`config.mk`:
```
export PLATFORM = sky130hd
export DESIGN_NAME = sdram_wap_seq
export DESIGN_NICKNAME = d
export VERILOG_FILES = /design/src/rtl/sdram_wap_pkg.sv /design/src/rtl/sdram_wap_ctrl.sv /design/src/rtl/sdram_wap_dp.sv /design/src/rtl/sdram_wap_seq.sv
export SDC_FILE = /design/constraint.sdc
export NUM_CORES = 1
export LEC_CHECK = 0
export ABC_AREA = 1
export BUFFER_PORTS_ARGS = -buffer_cell sky130_fd_sc_hd__buf_4
export CORE_MARGIN = 10
export CORE_UTILIZATION = 58
export CTS_BUF_LIST = sky130_fd_sc_hd__clkbuf_2
export CTS_CLUSTER_SIZE = 25
export DETAILED_ROUTE_END_ITERATION = 10
export GPL_ROUTABILITY_DRIVEN = 0
export GPL_TIMING_DRIVEN = 0
export HOLD_SLACK_MARGIN = 0.15
export PLACE_DENSITY = 0.83
export SLEW_MARGIN = 20
export SYNTH_ARGS = -nofsm -noshare
export SYNTH_HDL_FRONTEND = slang
export SYNTH_HIERARCHICAL = 1
export SYNTH_SLANG_ARGS = --single-unit
```
`constraint.sdc`:
```
create_clock -name clk -period 2.35 [get_ports clk]
set_input_delay 0.1175 -clock clk [delete_from_list [all_inputs] [get_ports clk]]
set_output_delay 0.1175 -clock clk [all_outputs]
set_load 0.01 [all_outputs]
```
`src/rtl/sdram_wap_pkg.sv`:
```
package sdram_wap_pkg;
  // {RAS#, CAS#, WE#}
  typedef enum logic [2:0] {
    CMD_MRS = 3'b000,
    CMD_PRE = 3'b010,
    CMD_ACT = 3'b011,
    CMD_WR  = 3'b100,
    CMD_NOP = 3'b111
  } sdCmd_e;

  typedef struct packed {
    logic   latchReq;
    logic   latchCfg;
    sdCmd_e cmd;
    logic   autoPre;
    logic   preBank;
    logic   dataBeat;
  } seqStrobe_t;
endpackage

```
`src/rtl/sdram_wap_ctrl.sv`:
```
module sdram_wap_ctrl
  import sdram_wap_pkg::*;
#(
  parameter int COL_W    = 8,
  parameter int T_WR     = 2,
  parameter int T_RP     = 3,
  parameter int T_RCD    = 3,
  parameter int INIT_CYC = 4
) (
  input  logic       clk,
  input  logic       rstN,
  input  logic       reqValid,
  input  logic       reqBank,
  input  logic       cfgValid,
  input  logic [2:0] blCode,
  output logic       reqReady,
  output logic       cfgReady,
  output seqStrobe_t strobe
);
  localparam int T_DAL  = T_WR + T_RP;
  localparam int MAX_A  = (INIT_CYC > T_DAL) ? INIT_CYC : T_DAL;
  localparam int MAX_W  = (MAX_A > T_RCD) ? MAX_A : T_RCD;
  localparam int CNT_W  = $clog2(MAX_W + 1);
  localparam int BEAT_W = COL_W + 1;

  typedef enum logic [3:0] {
    S_INIT, S_MRS, S_MRS_GAP, S_IDLE, S_PRE, S_PRE_GAP,
    S_ACT, S_ACT_GAP, S_WR, S_BURST
  } state_e;

  state_e state;
  logic [CNT_W-1:0]  waitCnt, gapCnt;
  logic [BEAT_W-1:0] beatLeft, burstBeats;
  logic fullPage, openValid, openBank, curBank, nextIsCfg, idleFree;

  always_comb begin
    fullPage = (blCode == 3'd7);
    case (blCode)
      3'd1:    burstBeats = BEAT_W'(2);
      3'd2:    burstBeats = BEAT_W'(4);
      3'd3:    burstBeats = BEAT_W'(8);
      3'd7:    burstBeats = BEAT_W'(1) << COL_W;
      default: burstBeats = BEAT_W'(1);
    endcase
  end

  assign idleFree = (state == S_IDLE) && (gapCnt == '0);
  assign cfgReady = idleFree;
  assign reqReady = idleFree && !cfgValid;

  always_comb begin
    strobe = '{latchReq: 1'b0, latchCfg: 1'b0, cmd: CMD_NOP,
               autoPre: 1'b0, preBank: 1'b0, dataBeat: 1'b0};
    case (state)
      S_IDLE: begin
        strobe.latchCfg = cfgValid && idleFree;
        strobe.latchReq = reqValid && reqReady;
      end
      S_MRS: strobe.cmd = CMD_MRS;
      S_PRE: begin
        strobe.cmd     = CMD_PRE;
        strobe.preBank = openBank;
      end
      S_ACT: strobe.cmd = CMD_ACT;
      S_WR: begin
        strobe.cmd      = CMD_WR;
        strobe.autoPre  = !fullPage;
        strobe.dataBeat = 1'b1;
      end
      S_BURST: strobe.dataBeat = 1'b1;
      default: ;
    endcase
  end

  always_ff @(posedge clk) begin
    if (!rstN) begin
      state     <= S_INIT;
      waitCnt   <= CNT_W'(INIT_CYC - 1);
      gapCnt    <= '0;
      beatLeft  <= '0;
      openValid <= 1'b0;
      openBank  <= 1'b0;
      curBank   <= 1'b0;
      nextIsCfg <= 1'b0;
    end else begin
      if (gapCnt != '0) gapCnt <= gapCnt - 1'b1;
      case (state)
        S_INIT: begin
          if (waitCnt == '0) state <= S_MRS;
          else waitCnt <= waitCnt - 1'b1;
        end
        S_MRS:     state <= S_MRS_GAP;
        S_MRS_GAP: state <= S_IDLE;
        S_IDLE: begin
          if (cfgValid && idleFree) begin
            nextIsCfg <= 1'b1;
            state     <= openValid ? S_PRE : S_MRS;
          end else if (reqValid && reqReady) begin
            nextIsCfg <= 1'b0;
            curBank   <= reqBank;
            state     <= openValid ? S_PRE : S_ACT;
          end
        end
        S_PRE: begin
          openValid <= 1'b0;
          waitCnt   <= CNT_W'(T_RP - 2);
          state     <= S_PRE_GAP;
        end
        S_PRE_GAP: begin
          if (waitCnt == '0) state <= nextIsCfg ? S_MRS : S_ACT;
          else waitCnt <= waitCnt - 1'b1;
        end
        S_ACT: begin
          waitCnt <= CNT_W'(T_RCD - 2);
          state   <= S_ACT_GAP;
        end
        S_ACT_GAP: begin
          if (waitCnt == '0) state <= S_WR;
          else waitCnt <= waitCnt - 1'b1;
        end
        S_WR: begin
          if (burstBeats == BEAT_W'(1)) begin
            gapCnt <= CNT_W'(T_DAL - 2);
            state  <= S_IDLE;
          end else begin
            beatLeft <= burstBeats - BEAT_W'(2);
            state    <= S_BURST;
          end
        end
        S_BURST: begin
          if (beatLeft == '0) begin
            gapCnt <= fullPage ? CNT_W'(T_WR - 2) : CNT_W'(T_DAL - 2);
            if (fullPage) begin
              openValid <= 1'b1;
              openBank  <= curBank;
            end
            state <= S_IDLE;
          end else begin
            beatLeft <= beatLeft - 1'b1;
          end
        end
        default: state <= S_INIT;
      endcase
    end
  end
endmodule

```
`src/rtl/sdram_wap_dp.sv`:
```
module sdram_wap_dp
  import sdram_wap_pkg::*;
#(
  parameter int              ROW_W     = 12,
  parameter int              COL_W     = 8,
  parameter int              DATA_W    = 16,
  parameter int              MODE_W    = 12,
  parameter logic [MODE_W-1:0] INIT_MODE = 12'h021
) (
  input  logic              clk,
  input  logic              rstN,
  input  seqStrobe_t        strobe,
  input  logic              reqBank,
  input  logic [ROW_W-1:0]  reqRow,
  input  logic [COL_W-1:0]  reqCol,
  input  logic [DATA_W-1:0] reqData,
  input  logic [MODE_W-1:0] cfgMode,
  output logic [2:0]        blCode,
  output logic              sdCsN,
  output logic              sdRasN,
  output logic              sdCasN,
  output logic              sdWeN,
  output logic              sdBa,
  output logic [ROW_W-1:0]  sdAddr,
  output logic [DATA_W-1:0] sdDq,
  output logic              sdDqOe
);
  localparam int AP_BIT = 10;

  logic              latBank;
  logic [ROW_W-1:0]  latRow, wrAddr;
  logic [COL_W-1:0]  latCol;
  logic [DATA_W-1:0] beatData;
  logic [MODE_W-1:0] pendMode;

  assign sdCsN = 1'b0;

  always_comb begin
    wrAddr              = '0;
    wrAddr[COL_W-1:0]   = latCol;
    wrAddr[AP_BIT]      = strobe.autoPre;
  end

  always_ff @(posedge clk) begin
    if (!rstN) begin
      latBank  <= 1'b0;
      latRow   <= '0;
      latCol   <= '0;
      beatData <= '0;
      pendMode <= INIT_MODE;
      blCode   <= '0;
    end else begin
      if (strobe.latchReq) begin
        latBank  <= reqBank;
        latRow   <= reqRow;
        latCol   <= reqCol;
        beatData <= reqData;
      end else if (strobe.dataBeat) begin
        beatData <= beatData + 1'b1;
      end
      if (strobe.latchCfg) pendMode <= cfgMode;
      if (strobe.cmd == CMD_MRS) blCode <= pendMode[2:0];
    end
  end

  always_ff @(posedge clk) begin
    if (!rstN) begin
      {sdRasN, sdCasN, sdWeN} <= 3'b111;
      sdBa   <= 1'b0;
      sdAddr <= '0;
      sdDq   <= '0;
      sdDqOe <= 1'b0;
    end else begin
      {sdRasN, sdCasN, sdWeN} <= strobe.cmd;
      case (strobe.cmd)
        CMD_ACT: begin sdBa <= latBank;        sdAddr <= latRow;          end
        CMD_WR:  begin sdBa <= latBank;        sdAddr <= wrAddr;          end
        CMD_PRE: begin sdBa <= strobe.preBank; sdAddr <= '0;              end
        CMD_MRS: begin sdBa <= 1'b0;           sdAddr <= ROW_W'(pendMode); end
        default: begin sdBa <= 1'b0;           sdAddr <= '0;              end
      endcase
      sdDqOe <= strobe.dataBeat;
      sdDq   <= strobe.dataBeat ? beatData : '0;
    end
  end
endmodule

```
`src/rtl/sdram_wap_seq.sv`:
```
module sdram_wap_seq
  import sdram_wap_pkg::*;
#(
  parameter int              ROW_W     = 12,
  parameter int              COL_W     = 8,
  parameter int              DATA_W    = 16,
  parameter int              MODE_W    = 12,
  parameter int              T_WR      = 2,
  parameter int              T_RP      = 3,
  parameter int              T_RCD     = 3,
  parameter int              INIT_CYC  = 4,
  parameter logic [MODE_W-1:0] INIT_MODE = 12'h021
) (
  input  logic              clk,
  input  logic              rstN,
  input  logic              reqValid,
  output logic              reqReady,
  input  logic              reqBank,
  input  logic [ROW_W-1:0]  reqRow,
  input  logic [COL_W-1:0]  reqCol,
  input  logic [DATA_W-1:0] reqData,
  input  logic              cfgValid,
  output logic              cfgReady,
  input  logic [MODE_W-1:0] cfgMode,
  output logic              sdCsN,
  output logic              sdRasN,
  output logic              sdCasN,
  output logic              sdWeN,
  output logic              sdBa,
  output logic [ROW_W-1:0]  sdAddr,
  output logic [DATA_W-1:0] sdDq,
  output logic              sdDqOe
);
  seqStrobe_t strobe;
  logic [2:0] blCode;

  sdram_wap_ctrl #(
    .COL_W(COL_W), .T_WR(T_WR), .T_RP(T_RP), .T_RCD(T_RCD), .INIT_CYC(INIT_CYC)
  ) i_ctrl (
    .clk(clk), .rstN(rstN), .reqValid(reqValid), .reqBank(reqBank),
    .cfgValid(cfgValid), .blCode(blCode), .reqReady(reqReady),
    .cfgReady(cfgReady), .strobe(strobe)
  );

  sdram_wap_dp #(
    .ROW_W(ROW_W), .COL_W(COL_W), .DATA_W(DATA_W), .MODE_W(MODE_W), .INIT_MODE(INIT_MODE)
  ) i_dp (
    .clk(clk), .rstN(rstN), .strobe(strobe), .reqBank(reqBank), .reqRow(reqRow),
    .reqCol(reqCol), .reqData(reqData), .cfgMode(cfgMode), .blCode(blCode),
    .sdCsN(sdCsN), .sdRasN(sdRasN), .sdCasN(sdCasN), .sdWeN(sdWeN), .sdBa(sdBa),
    .sdAddr(sdAddr), .sdDq(sdDq), .sdDqOe(sdDqOe)
  );
endmodule

```
After elaboration in Yosys (flattened, before gate mapping)
Index checks and enable logic that the tools add are counted.
{"block": "word_totals", "register_bits": 108, "input_bits": 53, "wordCells": 118}
{"block": "op_classes", "addsub": 5, "eq_ne": 26, "n_mux": 36, "bitwise": 1, "reduce_logical": 29}
{"op": "4-bit case mux with 10 select lines", "n": 1}
{"op": "12-bit case mux with 3 select lines", "n": 1}
{"op": "9-bit case mux with 4 select lines", "n": 1}
{"op": "16-bit 2-to-1 mux", "n": 2}
{"op": "4-bit 2-to-1 mux", "n": 7}
{"op": "3-bit 2-to-1 mux", "n": 6}
{"op": "9-bit 2-to-1 mux", "n": 2}
{"op": "9-bit case mux with 2 select lines", "n": 1}
{"op": "16-bit by 1-bit adder with 16-bit output (second input constant)", "n": 1}
{"op": "4-bit by 3-bit == test with 1-bit output (second input constant)", "n": 4}
{"op": "3-bit by 2-bit == test with 1-bit output (second input constant)", "n": 4}
{"op": "3-bit case mux with 2 select lines", "n": 2}
{"op": "3-bit case mux with 4 select lines", "n": 1}
{"op": "3-bit AND reduction", "n": 4}
{"op": "2-bit by 1-bit != test with 1-bit output (second input constant)", "n": 5}
{"op": "2-bit nonzero test", "n": 5}
{"op": "9-bit by 1-bit == test with 1-bit output (second input constant)", "n": 1}
{"op": "3-bit zero test", "n": 3}
{"op": "9-bit zero test", "n": 1}
{"op": "9-bit by 1-bit subtractor with 9-bit output (second input constant)", "n": 1}
{"op": "9-bit by 2-bit subtractor with 9-bit output (second input constant)", "n": 1}
{"op": "4-bit by 2-bit == test with 1-bit output (second input constant)", "n": 2}
{"op": "4-bit == test (second input constant)", "n": 2}
{"op": "1-bit 2-to-1 mux", "n": 7}
{"op": "17 further kinds", "n": 32}

Logic depth before layout (Yosys ltp)
{"block": "depth", "depth_word": 7, "ltp_mapped": 14}

By module
The synthesis kept the hierarchy.
{"module": "sdram_wap_dp", "instances": 1, "cells_each": 442, "area_per_inst_um2": 3318.2, "seq_area_each_um2": 1701.6}
{"module": "sdram_wap_ctrl", "instances": 1, "cells_each": 249, "area_per_inst_um2": 1579.0, "seq_area_each_um2": 460.4}

Worst setup path before layout
OpenSTA, ideal clock, no wires.
{"block": "synth_timing", "path_type": "reg2reg", "from": "register i_ctrl.gapCnt[0]", "to": "register i_dp.pendMode[1]", "setup_ns": 0.116, "arrival_ns": 1.854, "required_time_ns": 2.234, "slack_ns": 0.380, "path_stages_with_launch": 14, "n_path_buf": 2, "period_less_slack_ns": 1.970, "path_cell_list": "dfxtp_1 -> inv_1 -> ha_1 -> inv_1 -> nor2_2 -> inv_1 -> nor2_2 -> inv_1 -> nor2_1 -> clkbuf_1 -> inv_1 -> buf_2 -> nor2_1 -> nor2_1"}
{"element": "start, declared", "line": "sdram_wap_ctrl.sv:32", "rtl": "logic [CNT_W-1:0] waitCnt, gapCnt;"}
{"element": "start signal, assigned", "line": "sdram_wap_ctrl.sv:86", "rtl": "if (gapCnt != '0) gapCnt <= gapCnt - 1'b1;"}
{"element": "start signal, assigned", "line": "sdram_wap_ctrl.sv:123", "rtl": "gapCnt <= CNT_W'(T_DAL - 2);"}
{"element": "start signal, assigned", "line": "sdram_wap_ctrl.sv:132", "rtl": "gapCnt <= fullPage ? CNT_W'(T_WR - 2) : CNT_W'(T_DAL - 2);"}
{"element": "end signal, assigned", "line": "sdram_wap_dp.sv:61", "rtl": "if (strobe.latchCfg) pendMode <= cfgMode;"}
{"element": "end, declared", "line": "sdram_wap_dp.sv:34", "rtl": "logic [MODE_W-1:0] pendMode;"}

Final worst setup path
{"block": "layout_timing", "from": "register i_ctrl.gapCnt[0]", "to": "output reqReady"}
{"block": "layout_via", "elab_chain_cells": 3}
{"element": "3-bit zero test", "line": "sdram_wap_ctrl.sv:47", "rtl": "assign idleFree = (state == S_IDLE) && (gapCnt == '0);"}
{"element": "1-bit logical AND", "line": "sdram_wap_ctrl.sv:47"}
{"element": "1-bit logical AND", "line": "sdram_wap_ctrl.sv:49", "rtl": "assign reqReady = idleFree && !cfgValid;"}
{"element": "end, declared", "line": "sdram_wap_seq.sv:17", "rtl": "output logic reqReady,"}
No other way between the ends.

==> impl_metrics.csv <==
group,metric,value,unit
outcome,status,"completed",
yosys,synth_top_area_share,44.1,%
global_routing,busiest_layer,"met2",
power_and_ir_drop,p_sw_share,31.6,%
yosys,yosysUniqueCellTypes,34,
cells_and_area,layout-drive-gt1-share,19.4,%
global_routing,grtUsageMet3,6.39,%
clock_network,cts_max_level,3,
routing,finalWirelength,14.1,mm
run,maxCapViolCount,0,
power_and_ir_drop,peakVddDrop,445,µV
global_routing,grt_antenna_before_repair,1,
timing,hold_slack,0.276,ns
power_and_ir_drop,powerDensity,557,nW/µm²
routing,drc_errors,0,
cells_and_area,fin_nets,907,
power_and_ir_drop,p_clk_share,22.2,%
power_and_ir_drop,totalPowerFinal,3.54,mW
critical_path,critical_path_class,"reg2out",
timing,finClkSkew,0.0318,ns
yosys,synth_flop_cell,"dfxtp_1",
clock_network,cts-root-buf,"clkbuf_2",
worst_hold_path,hp-class,"in2reg",
cells_and_area,multi_input_area,2260,µm²
cells_and_area,syn2layout_area_growth,29.8,%
place,hpwl,9.75,mm
timing,setup_violations,0,
global_routing,grt_start_max_net_pins,19,
yosys,synth_seq_cells,108,
timing,worstMarginPinSlew,0.571,ns
cells_and_area,nFillCells,583,
floorplan,initial_utilization,59.6,%
power_and_ir_drop,seqPwrFrac,55.0,%
routing,drt_iter0_markers,435,
clock_network,clock_path_buffers,2,
clock_network,insertion_delay,0.59,ns
critical_path,cp.arrival,2.05,ns
yosys,yosys.area.top_type,"dfxtp_1",
yosys,synthesis.area,4900,µm²
power_and_ir_drop,combPwrFrac,22.8,%
timing,worst_slack,0.186,ns
power_and_ir_drop,leakage,2.84,nW
floorplan,boundaryPins,89,
floorplan,coreArea,8220,µm²
routing,wire_per_inst,14.8,µm
timing,tns,0,ns
critical_path,required,2.23,ns
cells_and_area,finish.instance_area,6360,µm²
yosys,syn_nets,752,
timing,maxSlewViolCount,0,
timing,period_needed,2.16,ns
global_routing,grt_first_pass_wirelength,23.0,mm
floorplan,die-area,12500,µm²
yosys,yosysMostFrequentCell,"nand2_1",
clock_network,numCtsBuffers,9,
place,io_buffers,87,
critical_path,start_kind,"flop",
global_routing,grt_pass1_vias,4947,
clock_network,clk_pin_slew,0.29,ns
yosys,synth_common_cells,"nand2_1 (133), nor2_1 (112), dfxtp_1 (108), inv_1 (82), o21ai_0 (59)",
timing,clock.fmax,462,MHz
yosys,yosysSeqAreaShare,44.1,%
timing,hold_viol,0,
place,pre_cts_ws,-0.105,ns
cells_and_area,seq_area,2160,µm²
critical_path,endpoint_kind,"primary output",
timing,timing.final.crit_share,92.1,%
global_routing,use_met2,38.1,%
yosys,ys.warnings.count,6,
global_routing,gr-usage-met1,24.3,%
yosys,synthArstFlopShare,0,%
floorplan,rows,33,
yosys,synth_edf_count,0,
clock_network,cts_sinks,108,
yosys,synth.area.top_cells,"dfxtp_1 (44%), nand2_1 (10%), nor2_1 (8.6%), inv_1 (6.3%), o21ai_0 (6.0%)",
floorplan,die_h,112,µm
routing,ant_nets,0,
yosys,avgSynthCellArea,7.09,µm²
critical_path,crit_path_max_fanout,5,
routing,first_pass_iters,5,
routing,vias,5121,
timing,relSlewSlack,61.9,%
floorplan,die_w,112,µm
clock_network,cts_tree,"built",
power_and_ir_drop,internal_power,2.42,mW
place,placed_cell_area,5680,µm²
routing,via_per_inst,5.36,
global_routing,grt_usage,21.5,%
power_and_ir_drop,power_switching,1.12,mW
global_routing,grt_overflow_total,0,
yosys,syn-instance-count,691,
logic make-up after synthesis:
logic type / synth area share, %
DFF: 44.1
adders and majority gates: 2.04
buffers and inverters: 9.79
AOI/OAI and AO/OA: 15.4
other: 0.0766
and+or+nand+nor: 27.9
xor gates and xnor gates: 0.715
sequential cells by signal, indices dropped and copies added (netlist names), 3 cells and up:
register / cells
i_ctrl/beatLeft: 9
i_ctrl/gapCnt: 3
i_ctrl/state: 4
i_ctrl/waitCnt: 3
i_dp/beatData: 16
i_dp/blCode: 3
i_dp/latCol: 8
i_dp/latRow: 12
i_dp/pendMode: 12
i_dp/sdAddr: 12
i_dp/sdDq: 16
area by class of cell:
class,instances,share of cell area (%)
antenna,1,0.0394
clock inverter,5,0.787
timing repair buffer,144,19.1
tap,105,2.07
clock buffer,10,0.787
buffer,24,2.13
multi-input combinational,466,35.6
sequential,108,34.0
inverter,93,5.49
layer usage:
layer  vias up  share of wire, %
met5         -                 0
met4         0               1.7
met3        24               8.2
met2       203                51
met1      2381                39
li1       2513                 -
power by group through the flow:
stage	clock (mW)	combinational (mW)	sequential, mW
CTS	0.797	0.740	1.94
detailed placement	0	0.668	1.97
global placement	0	0.635	1.97
global route	0.867	0.894	1.96
floorplan	0	0.467	1.97
finish	0.788	0.806	1.95
layout by cell type (no fill, tap or decap), types with 2 or more instances in the layout:
cell type and n:
nor2_2 6, buf_6 2, clkbuf_2 11, o211ai_1 8, a31oi_1 2, nor2_4 6, nand3_1 31, nand2_1 133
nand4_1 5, inv_1 80, ha_1 8, buf_2 5, nor3_1 4, dlygate4sd3_1 53, clkbuf_1 10, xor2_1 4
a22oi_1 9, nor2_1 111, clkinv_4 2, dfxtp_1 107, buf_4 97, nand2_2 14, nand3_2 2, o21ai_0 59
a21oi_1 45, o21ai_1 9, nand3b_1 2, inv_2 12
final timing paths:
check	from	to	slack [ns]	depth (start not counted)
hold / removal	reqRow[7]	i_dp/latRow[7]$_SDFFE_PN0P_	0.28	4
hold reg to reg	i_dp/pendMode[6]$_SDFFE_PN0P_	i_dp/pendMode[6]$_SDFFE_PN0P_	0.48	2
setup / recovery	i_ctrl/gapCnt[0]$_SDFF_PN0_	reqReady	0.19	9
setup reg to reg	i_ctrl/state[2]$_SDFFE_PN0P_	i_dp/sdAddr[10]$_SDFF_PN0_	0.23	14
stage by stage:
| stage | utilization, % | std cells |
|---|---|---|
| 2_1_floorplan | - | 691 |
| 3_3_place_gp | 69.1 | 883 |
| 3_5_place_dp | 69.1 | 883 |
| 4_1_cts | 76.8 | 951 |
| 5_1_grt | 77.4 | 956 |
| 6_report | 77.4 | 956 |
worst max-delay path, stage by stage (launching register included):
cell,delay (ns)
dfxtp_2,0.39
inv_1,0.10
ha_1,0.16
inv_1,0.06
nor2_4,0.15
inv_1,0.09
nor2_2,0.16
inv_1,0.08
nor2_1,0.13
buf_4,0.14
what timing repair did:
item,in CTS,in global routing
pin swaps,0,2
endpoints found under the hold margin,80,0
buffers inserted,0,4
endpoints found under the setup margin,10,32
hold buffers,53,0
gates resized for setup,1,10
(Power assumes the default switching activity.)
